**src/rtl/sdram_init_pkg.sv**
```systemverilog
package sdram_init_pkg;
  localparam int N_AREA = 2;

  typedef enum logic [1:0] {AR_UNINIT, AR_PRECH, AR_REFRESH, AR_READY} area_st_e;
  typedef enum logic [1:0] {C_NOP, C_PALL, C_REF, C_MRS} cmd_e;

  // {ras_n, cas_n, we_n} for each command
  function automatic logic [2:0] cmd_pins(cmd_e c);
    case (c)
      C_PALL:  return 3'b010;
      C_REF:   return 3'b001;
      C_MRS:   return 3'b000;
      default: return 3'b111;
    endcase
  endfunction

  function automatic int unsigned idle_cycles(int unsigned mhz, int unsigned us);
    return mhz * us;
  endfunction

  function automatic logic [31:0] area_base(int unsigned a);
    return 32'hFF90_0000 + (32'(a) * 32'h0004_0000);
  endfunction
endpackage

```
**src/rtl/sdram_idle_timer.sv**
```systemverilog
module sdram_idle_timer #(
  parameter int unsigned CLK_MHZ = 100,
  parameter int unsigned IDLE_US = 200
) (
  input  logic clk,
  input  logic rst_n,
  output logic idle_done
);
  import sdram_init_pkg::*;
  localparam int unsigned IDLE = idle_cycles(CLK_MHZ, IDLE_US);
  localparam int CW = $clog2(IDLE + 1) > 0 ? $clog2(IDLE + 1) : 1;
  localparam logic [CW-1:0] LIMIT = CW'(IDLE);

  logic [CW-1:0] cnt;

  always_ff @(posedge clk or negedge rst_n) begin
    if (!rst_n)            cnt <= '0;
    else if (cnt != LIMIT) cnt <= cnt + 1'b1;
  end

  assign idle_done = (cnt == LIMIT);
endmodule

```
**src/rtl/sdram_win_decode.sv**
```systemverilog
module sdram_win_decode #(
  parameter int ROW_AW = 13
) (
  input  logic [31:0]                        addr,
  output logic [sdram_init_pkg::N_AREA-1:0]  hit_vec,
  output logic                               aligned,
  output logic [ROW_AW-1:0]                  mode_val
);
  import sdram_init_pkg::*;
  localparam int WB = ROW_AW + 2;

  for (genvar a = 0; a < N_AREA; a++) begin : g_win
    localparam logic [31:0] BASE = area_base(a);
    assign hit_vec[a] = (addr[31:WB] == BASE[31:WB]);
  end

  assign aligned  = (addr[1:0] == 2'b00);
  assign mode_val = addr[WB-1:2];
endmodule

```
**src/rtl/sdram_area_fsm.sv**
```systemverilog
module sdram_area_fsm #(
  parameter int REF_MIN = 8
) (
  input  logic clk,
  input  logic rst_n,
  input  logic pall_go,
  input  logic mrs_go,
  input  logic ref_go,
  output logic ref_ok,
  output logic ready
);
  import sdram_init_pkg::*;
  localparam int CW = $clog2(REF_MIN + 1);
  localparam logic [CW-1:0] TARGET = CW'(REF_MIN);

  area_st_e      st;
  logic [CW-1:0] cnt;

  always_ff @(posedge clk or negedge rst_n) begin
    if (!rst_n) begin
      st  <= AR_UNINIT;
      cnt <= '0;
    end else if (pall_go) begin
      st  <= AR_PRECH;
      cnt <= '0;
    end else if (mrs_go) begin
      st  <= AR_READY;
    end else if (ref_go && (st == AR_PRECH || st == AR_REFRESH)) begin
      st <= AR_REFRESH;
      if (cnt != TARGET) cnt <= cnt + 1'b1;
    end
  end

  assign ref_ok = (st == AR_REFRESH) && (cnt == TARGET);
  assign ready  = (st == AR_READY);
endmodule

```
**src/rtl/sdram_cmd_reg.sv**
```systemverilog
module sdram_cmd_reg #(
  parameter int ROW_AW = 13
) (
  input  logic                               clk,
  input  logic                               rst_n,
  input  sdram_init_pkg::cmd_e               cmd,
  input  logic [sdram_init_pkg::N_AREA-1:0]  cs_sel,
  input  logic [ROW_AW-1:0]                  addr_in,
  output logic [sdram_init_pkg::N_AREA-1:0]  cs_n,
  output logic                               ras_n,
  output logic                               cas_n,
  output logic                               we_n,
  output logic [ROW_AW-1:0]                  addr
);
  import sdram_init_pkg::*;

  always_ff @(posedge clk or negedge rst_n) begin
    if (!rst_n) begin
      cs_n                 <= '1;
      {ras_n, cas_n, we_n} <= cmd_pins(C_NOP);
      addr                 <= '0;
    end else begin
      cs_n                 <= ~cs_sel;
      {ras_n, cas_n, we_n} <= cmd_pins(cmd);
      addr                 <= addr_in;
    end
  end
endmodule

```
**src/rtl/sdram_init_seq.sv**
```systemverilog
module sdram_init_seq #(
  parameter int          ROW_AW  = 13,
  parameter int          REF_MIN = 8,
  parameter int unsigned CLK_MHZ = 100,
  parameter int unsigned IDLE_US = 200
) (
  input  logic                               clk,
  input  logic                               rst_n,
  input  logic                               bus_wr,
  input  logic [31:0]                        bus_addr,
  input  logic [1:0]                         bus_size,
  input  logic                               mode_sel,
  input  logic                               refresh_req,
  output logic [sdram_init_pkg::N_AREA-1:0]  sd_cs_n,
  output logic                               sd_ras_n,
  output logic                               sd_cas_n,
  output logic                               sd_we_n,
  output logic [ROW_AW-1:0]                  sd_addr,
  output logic [sdram_init_pkg::N_AREA-1:0]  area_ready,
  output logic                               seq_err
);
  import sdram_init_pkg::*;
  localparam logic [ROW_AW-1:0] PALL_ADDR = ROW_AW'(1) << 10;

  logic              idle_done;
  logic [N_AREA-1:0] hit_vec, ref_ok_vec, pall_vec, mrs_vec;
  logic              aligned, wr_go, form_ok, sel_ref_ok;
  logic              accept_pall, accept_mrs, reject;
  logic              ref_pend, ref_want, ref_fire;
  logic [ROW_AW-1:0] mode_val, addr_nxt;
  logic [N_AREA-1:0] cs_nxt;
  cmd_e              cmd_nxt;

  sdram_idle_timer #(.CLK_MHZ(CLK_MHZ), .IDLE_US(IDLE_US)) u_idle (
    .clk(clk), .rst_n(rst_n), .idle_done(idle_done));

  sdram_win_decode #(.ROW_AW(ROW_AW)) u_dec (
    .addr(bus_addr), .hit_vec(hit_vec), .aligned(aligned), .mode_val(mode_val));

  assign wr_go       = bus_wr && (|hit_vec);
  assign form_ok     = (bus_size == 2'b00) && aligned;
  assign sel_ref_ok  = |(hit_vec & ref_ok_vec);
  assign accept_pall = wr_go && form_ok && idle_done && !mode_sel;
  assign accept_mrs  = wr_go && form_ok && idle_done && mode_sel && sel_ref_ok;
  assign reject      = wr_go && !(accept_pall || accept_mrs);
  assign pall_vec    = hit_vec & {N_AREA{accept_pall}};
  assign mrs_vec     = hit_vec & {N_AREA{accept_mrs}};

  assign ref_want = refresh_req || ref_pend;
  assign ref_fire = ref_want && idle_done && !wr_go;

  always_ff @(posedge clk or negedge rst_n) begin
    if (!rst_n) begin
      ref_pend <= 1'b0;
      seq_err  <= 1'b0;
    end else begin
      ref_pend <= ref_want && idle_done && !ref_fire;
      if (reject) seq_err <= 1'b1;
    end
  end

  for (genvar a = 0; a < N_AREA; a++) begin : g_area
    sdram_area_fsm #(.REF_MIN(REF_MIN)) u_fsm (
      .clk(clk), .rst_n(rst_n),
      .pall_go(pall_vec[a]), .mrs_go(mrs_vec[a]), .ref_go(ref_fire),
      .ref_ok(ref_ok_vec[a]), .ready(area_ready[a]));
  end

  always_comb begin
    cmd_nxt  = C_NOP;
    cs_nxt   = '0;
    addr_nxt = '0;
    if (accept_pall) begin
      cmd_nxt  = C_PALL;
      cs_nxt   = hit_vec;
      addr_nxt = PALL_ADDR;
    end else if (accept_mrs) begin
      cmd_nxt  = C_MRS;
      cs_nxt   = hit_vec;
      addr_nxt = mode_val;
    end else if (ref_fire) begin
      cmd_nxt  = C_REF;
      cs_nxt   = '1;
    end
  end

  sdram_cmd_reg #(.ROW_AW(ROW_AW)) u_cmd (
    .clk(clk), .rst_n(rst_n), .cmd(cmd_nxt), .cs_sel(cs_nxt), .addr_in(addr_nxt),
    .cs_n(sd_cs_n), .ras_n(sd_ras_n), .cas_n(sd_cas_n), .we_n(sd_we_n), .addr(sd_addr));
endmodule

```
**config.mk**
```make
export PLATFORM = sky130hd
export DESIGN_NAME = sdram_init_seq
export DESIGN_NICKNAME = d
export VERILOG_FILES = /design/src/rtl/sdram_init_pkg.sv /design/src/rtl/sdram_idle_timer.sv /design/src/rtl/sdram_win_decode.sv /design/src/rtl/sdram_area_fsm.sv /design/src/rtl/sdram_cmd_reg.sv /design/src/rtl/sdram_init_seq.sv
export SDC_FILE = /design/constraint.sdc
export NUM_CORES = 1
export LEC_CHECK = 0
export ABC_AREA = 1
export BUFFER_PORTS_ARGS = -buffer_cell sky130_fd_sc_hd__buf_2
export CAP_MARGIN = 20
export CORE_MARGIN = 1
export CORE_UTILIZATION = 26
export DETAILED_ROUTE_END_ITERATION = 10
export SETUP_SLACK_MARGIN = 0.4
export SLEW_MARGIN = 10
export SYNTH_ARGS = -nofsm -noshare
export SYNTH_HDL_FRONTEND = slang
export SYNTH_SLANG_ARGS = --single-unit
```
**constraint.sdc**
```tcl
create_clock -name clk -period 2.3 [get_ports clk]
set_clock_uncertainty 0.05 [all_clocks]
set_input_delay 0.23 -clock clk [delete_from_list [all_inputs] [get_ports clk]]
set_output_delay 0.23 -clock clk [all_outputs]
set_load 0.01 [all_outputs]
```
==> metrics.yaml, run 1 <==
run_status:
  outcome: "finished, violations left"
  violations: "design-rule violations"
power_and_ir_drop:
  p_leak_nw: 1.69
  max-vdd-ir-drop_v: 0.000203
  power.density_nw_per_um2: 494
sta:
  drv_slew: 0
  timing.fmax_ghz: 0.551
  hold_violations: 0
  max-slew-margin-rel_pct: 64.9
  timing.hold.ws_ns: 0.0758
  rsz0062_at_grt: "true"
  setup_tns_ns: 0
  setup_violations: 0
  worstMarginPinSlew_ns: 0.523
  layout_min_cycle_time_ns: 1.82
  finalCritPeriodShare_pct: 78.9
routing:
  vias: 1858
  vias_per_cell: 4.14
  wl_per_cell_um: 10.8
  ant_nets: 0
  drtIter0Drc: 68
  post-route-drc-count: 7
  dr.pass1.iters: 9
  drt_wl_total_mm: 4.86
final_layout:
  nNetsFinal: 389
  multi_input_area_um2: 1050
  insertedDiodeCount: 0
  ff_latch_area_um2: 1180
  fill_cells: 908
  fin_area_um2: 3070
  synthToLayoutAreaGrowth_pct: 27.0
  layout_common_cells: "59 x buf_2, 44 x inv_1, 42 x dfrtp_1"
  stdcell_count: 449
  final_common_cell: "buf_2"
  drive_above_1_share_pct: 35.8
logic_synthesis:
  synth-edff-count: 0
  synthCells: 266
  synthesis.area_um2: 2420
  synth_nets: 315
  yosysSeqAreaShare_pct: 48.9
  synth.avg_cell_area_um2: 9.09
  yosys_most_used_dff: "dfrtp_1"
  yosysUniqueCellTypes: 37
  ys_seq_elements: 47
  asyncSetResetFlopFracSynth_pct: 100
  yosysWarningCount: 0
cts:
  clkSinkCount: 47
  cts.reportedPaths.clkPinSlew_ns: 0.09
  cts_max_level: 2
  clk_path_buf_depth: 2
  numCtsBuffers: 5
  cts_tree: "yes"
  clockRootBuffer: "clkbuf_8"
  insertion_delay_ns: 0.30
placement:
  port_buffers: 59
  placed_cell_area_um2: 2840
  globalplace.congestion: 0.774
  dp_cells: 432
  dp.final_hpwl_mm: 3.70
floorplanning:
  fp.dieH_um: 98.4
  initial_utilization_pct: 27.3
  dieArea_um2: 9690
  die_x_um: 98.4
  core_um2: 8850
  num_rows: 34
  pin_count: 60
global_route:
  overflow: 0
  grt_first_pass_wirelength_mm: 7.97
  antenna_found_initial: 0
  grt_pass1_vias: 1781
  grt_max_degree: 20
  grt_usage_pct: 10.2
critical_path:
  crit_fanout: 5
  critPathBufInv: 2
  worstPathRequired_ns: 2.45
  critPathMaxStageDelay_ns: 0.42
  cp-end-kind: "flop"
  worstSetupStartpointType: "flop"
  arrival_ns: 1.97
  cp_common_cell: "nand2_2"
  criticalPathCategory: "reg -> reg"
  cp_top_family: "simple AND/OR/NAND/NOR gates"
  path_cells: "inv_2, ha_4, nand2_2, inv_2, nand2_2, nor2_4, nand3_2, nor2_4, nand4_4, nand2_2, nand2_1, nand2_1, nor2_1"
  crit_slowest_cell: "dfrtp_1"
min_path:
  hold_path.class: "in -> reg"
run:
  maxCapViolCount: 0
where the power goes:
part	switching [mW]	internal [mW]	total, mW
combinational	0.0414	0.0349	0.0763
sequential	0.00140	0.828	0.829
clock	0.287	0.324	0.611
total	0.330	1.19	1.52
flip-flops by register name, summed over array words and instances (netlist names):
| name | flops |
|---|---|
| g_area.u_fsm.cnt | 8 |
| g_area.u_fsm.st | 4 |
| ref_pend | 1 |
| seq_err | 1 |
| u_cmd.addr | 13 |
| u_cmd.cas_n | 1 |
| u_cmd.cs_n | 2 |
| u_cmd.ras_n | 1 |
| u_cmd.we_n | 1 |
| u_idle.cnt | 15 |
final cells by class:
type                            count  area share (%)
Clock inverter                      3            1.43
Sequential cell                    47            38.5
Multi-Input combinational cell    164            34.2
Clock buffer                        5            2.24
Tap cell                          108            4.40
Timing Repair Buffer               70            12.8
Inverter                           52            6.44
logic make-up after synthesis:
| logic type | after synthesis | share of synthesized area [%] |
|---|---|---|
| xor gates and xnor gates | 14 | 5.07 |
| and+or+nand+nor | 122 | 27.3 |
| DFF | 47 | 48.9 |
| adders and majority gates | 10 | 5.18 |
| buffers and inverters | 55 | 9.16 |
| AOI/OAI and AO/OA | 18 | 4.40 |
tightest hold or removal path, stage by stage:
cell and delay (ns):
buf_2 0.09, inv_1 0.04, nor2_1 0.03
path summary, 6_finish.rpt:
check | from | depth (start not counted) | end | slack, ns
max in group asynchronous | rst_n | 3 | u_cmd.cas_n$_DFF_PN1_ | 1.24
hold reg to reg | u_idle.cnt[14]$_DFFE_PN0P_ | 1 | u_idle.cnt[14]$_DFFE_PN0P_ | 0.45
setup reg to reg | u_idle.cnt[0]$_DFFE_PN0P_ | 13 | g_area[1].u_fsm.cnt[2]$_DFFE_PN0P_ | 0.48
min in group asynchronous | rst_n | 2 | g_area[0].u_fsm.cnt[2]$_DFFE_PN0P_ | 0.33
hold / removal | bus_addr[8] | 3 | u_cmd.addr[6]$_DFF_PN0_ | 0.08
setup / recovery | u_idle.cnt[0]$_DFFE_PN0P_ | 13 | g_area[1].u_fsm.cnt[2]$_DFFE_PN0P_ | 0.48
stage by stage:
| step | power [mW] | utilization [%] | setup slack (ns) |
|---|---|---|---|
| global route | 1.58 | 34.7 | 0.335 |
| global placement | 0.921 | 32.1 | 0.433 |
| finish | 1.52 | 34.7 | 0.485 |
| CTS | 1.54 | 33.4 | 0.401 |
| floorplan | 0.866 | - | 0.533 |
| detailed placement | 0.922 | 32.1 | 0.379 |
cell usage after synthesis (3+ instances only):
cell      n  area [um2]
nand2_2   6        37.5
nor2_1   38         143
inv_1    48         180
dfrtp_1  42        1050
nor3_1    4        20.0
nand3_1  14        70.1
o21ai_0   3        15.0
ha_1     10         125
xor2_1    9        78.8
xnor2_1   5        43.8
a21oi_1   9        45.0
nand2_1  38         143
inv_2     4        15.0
dfstp_2   5         131
nor2_2    3        18.8
metal layers:
| metal | wire, um | global-route usage, % | share of wire (%) |
|---|---|---|---|
| met5 | 0 | 0 | 0 |
| met2 | 2280 | 16.8 | 47 |
| met4 | 23 | 4.13 | 0.47 |
| met1 | 2280 | 13.4 | 47 |
| met3 | 278 | 1.77 | 5.7 |
timing repair:
action | CTS | global route
hold buffers | 1 | 0
pin swaps | 1 | 7
hold endpoints to repair | 17 | 0
setup buffers | 0 | 8
resized for setup | 0 | 14
setup endpoints to repair | 5 | 22
Note: power is estimated with default switching activity, not from simulation.
==> run 2, diff against run 1 <==
--- a/config.mk
+++ b/config.mk
@@ -5,7 +5,7 @@
 export SDC_FILE = /design/constraint.sdc
 export NUM_CORES = 1
 export LEC_CHECK = 0
-export ABC_AREA = 1
+export ABC_AREA = 0
 export BUFFER_PORTS_ARGS = -buffer_cell sky130_fd_sc_hd__buf_2
 export CAP_MARGIN = 20
 export CORE_MARGIN = 1
==> constraint.sdc (replaced) <==
create_clock -name clk -period 1.46 [get_ports clk]
set_clock_uncertainty 0.05 [all_clocks]
set_input_delay 0.146 -clock clk [delete_from_list [all_inputs] [get_ports clk]]
set_output_delay 0.146 -clock clk [all_outputs]
set_load 0.01 [all_outputs]
==> metrics.yaml, run 2 <==
global_route:
  grt_max_degree: 23
  antenna_found_initial: 0
  overflow: 0
  grt_pass1_vias: 2056
  grt_first_pass_wirelength_mm: 8.92
  grt_usage_pct: 12.9
power_and_ir_drop:
  power.density_nw_per_um2: 655
  p_leak_nw: 1.85
  max-vdd-ir-drop_v: 0.000327
critical_path:
  worstPathRequired_ns: 1.65
  criticalPathCategory: "reg -> reg"
  arrival_ns: 2.55
  cp-end-kind: "flop"
  r2r_cells: 8
  r2r_start: "u_idle.cnt[1]$_DFFE_PN0P_"
  critPathLaunch: "u_idle.cnt[1]$_DFFE_PN0P_"
  crit_fanout: 4
  r2r_slack_ns: -0.90
  worstSetupStartpointType: "flop"
logic_synthesis:
  synth-simple-area-share_pct: 24.8
  yosysWarningCount: 0
  ys_seq_elements: 47
  yosysSeqAreaShare_pct: 51.9
  synth.avg_cell_area_um2: 10.7
  asyncSetResetFlopFracSynth_pct: 100
  yosys_most_used_dff: "dfrtp_1"
  synthMuxAreaShare_pct: 1.81
  synth_compound_area_share_pct: 6.32
  yosys-top-cells-area: "dfrtp_1 46%, dfstp_2 5.8%, ha_1 5.5%"
  synthCells: 213
  synthesis.area_um2: 2280
  yosysMostFrequentCell: "dfrtp_1"
  synth_largest_type_area_fraction_pct: 46.1
  synthAdderAreaFrac_pct: 5.49
  synth_common_cells: "42 x dfrtp_1, 23 x nor2_1, 16 x nand2_1"
  synth_top_cell_by_area: "dfrtp_1"
  synth_nets: 262
  synth-edff-count: 0
  synth_top_family_by_area: "simple AND/OR/NAND/NOR gates"
  yosysUniqueCellTypes: 46
  synth-xor-area-share_pct: 6.53
sta:
  worstMarginPinSlew_ns: 0.481
  max-slew-margin-rel_pct: 67.6
  layout_min_cycle_time_ns: 2.36
  rsz0062_at_grt: "true"
  hold_violations: 0
  finalWorstSetupSlack_ns: -0.901
  timing.fmax_ghz: 0.424
  drv_slew: 0
  timing.hold.ws_ns: 0.00624
  setup_violations: 36
  finalCritPeriodShare_pct: 162
final_layout:
  fill_cells: 764
  largest_register: "u_idle.cnt"
  final_common_cell: "buf_4"
  postLayoutCoreUtil_pct: 44.6
  nNetsFinal: 398
  largest_reg_flops: 15
  multi_input_area_um2: 1230
  stdcell_count: 455
  insertedDiodeCount: 0
  reg_top3: "u_idle.cnt (15), u_cmd.addr (13), g_area.u_fsm.cnt (8)"
  layout_common_cells: "50 x buf_4, 49 x buf_2, 42 x dfrtp_1"
  drive_above_1_share_pct: 48.6
  synthToLayoutAreaGrowth_pct: 63.3
  ff_latch_area_um2: 1180
  fin_area_um2: 3720
cts:
  clkSinkCount: 47
  clk_path_buf_depth: 2
  clockRootBuffer: "clkbuf_8"
  cts_tree: "yes"
  numCtsBuffers: 5
  insertion_delay_ns: 0.30
  cts.reportedPaths.clkPinSlew_ns: 0.10
  cts_max_level: 2
routing:
  post-route-drc-count: 0
  dr.pass1.iters: 4
  drtIter0Drc: 28
  vias_per_cell: 4.45
  drt_wl_total_mm: 5.65
  vias: 2027
  wl_per_cell_um: 12.4
  ant_nets: 0
placement:
  placed_cell_area_um2: 3090
  port_buffers: 59
  globalplace.congestion: 0.801
  dp_cells: 423
  dp_slack_ns: -0.826
  dp.final_hpwl_mm: 4.04
run_status:
  violations: "negative setup slack"
  outcome: "finished, violations left"
min_path:
  holdPathStages: 2
  hold_path.class: "in -> reg"
  hp-start: "bus_addr[8]"
floorplanning:
  die_x_um: 95.6
  pin_count: 60
  core_um2: 8340
  dieArea_um2: 9140
  num_rows: 33
  fp.dieH_um: 95.6
  initial_utilization_pct: 27.3
run:
  maxCapViolCount: 0
[run 2: cell count changes after synthesis, sizes merged, moves of 6 or more]
cell / delta
and2: +13
a21oi: -6
inv: -40
nand3: -11
xnor2: +7
nand2: -30
nor2: -21
[run 2: cell type report]
class / count / share of cell area (%)
Clock buffer: 5 / 1.85
Multi-Input combinational cell: 150 / 33.2
Tap cell: 105 / 3.53
Inverter: 12 / 1.21
Timing Repair Buffer: 133 / 27.2
Clock inverter: 3 / 1.28
Sequential cell: 47 / 31.8
[run 2: where the power goes]
part / leakage, nW / internal [mW] / switching (mW) / total, mW
registers: 0.604 / 1.30 / 0.0000101 / 1.30
logic: 1.18 / 0.0766 / 0.0634 / 0.140
clock network: 0.0587 / 0.520 / 0.477 / 0.997
total: 1.85 / 1.90 / 0.541 / 2.44
[run 2: cells by family after synthesis]
family,after synthesis
simple gates,97
flops,47
mux,4
buf+inv,16
xor+xnor,17
compound gates,22
fa+ha+maj,10
[run 2: metrics by stage]
stage | power [mW] | setup TNS [ns]
3_5_place_dp | 1.44 | -23.64
3_3_place_gp | 1.44 | -22.03
6_report | 2.44 | -25.83
2_1_floorplan | 1.34 | -23.36
4_1_cts | 2.48 | -25.47
5_1_grt | 2.54 | -31.66
[run 2: critical path, stage by stage, from the launching register on]
cell      delay, ns
dfrtp_1        0.40
inv_1          0.06
ha_1           0.14
or4bb_4        0.47
nor4_4         0.33
buf_4          0.18
o211ai_1       0.12
or3_1          0.40
a21oi_2        0.15
[run 2: worst paths after layout]
kind / to
max: g_area[0].u_fsm.cnt[3]$_DFFE_PN0P_
min reg2reg: seq_err$_DFFE_PN0P_
min in group asynchronous: u_cmd.addr[9]$_DFF_PN0_
min: u_cmd.addr[6]$_DFF_PN0_
max reg2reg: g_area[0].u_fsm.cnt[3]$_DFFE_PN0P_
max in group asynchronous: u_idle.cnt[10]$_DFFE_PN0P_
[run 2: repair_timing]
action	CTS	global route
setup buffers	4	7
cloned	0	1
gates resized for setup	35	24
hold endpoints to repair	26	0
hold buffers	12	0
setup endpoints to repair	53	74
pin swaps	8	13
[run 2: routing by layer]
metal	share of wire [%]	routed length (um)	up-vias	global-route usage (%)
li1	-	-	1005	-
met1	44	2500	964	14.8
met2	50	2830	53	23.0
met3	4.3	244	5	3.27
met4	1.3	71	0	4.60
met5	0	0	-	0
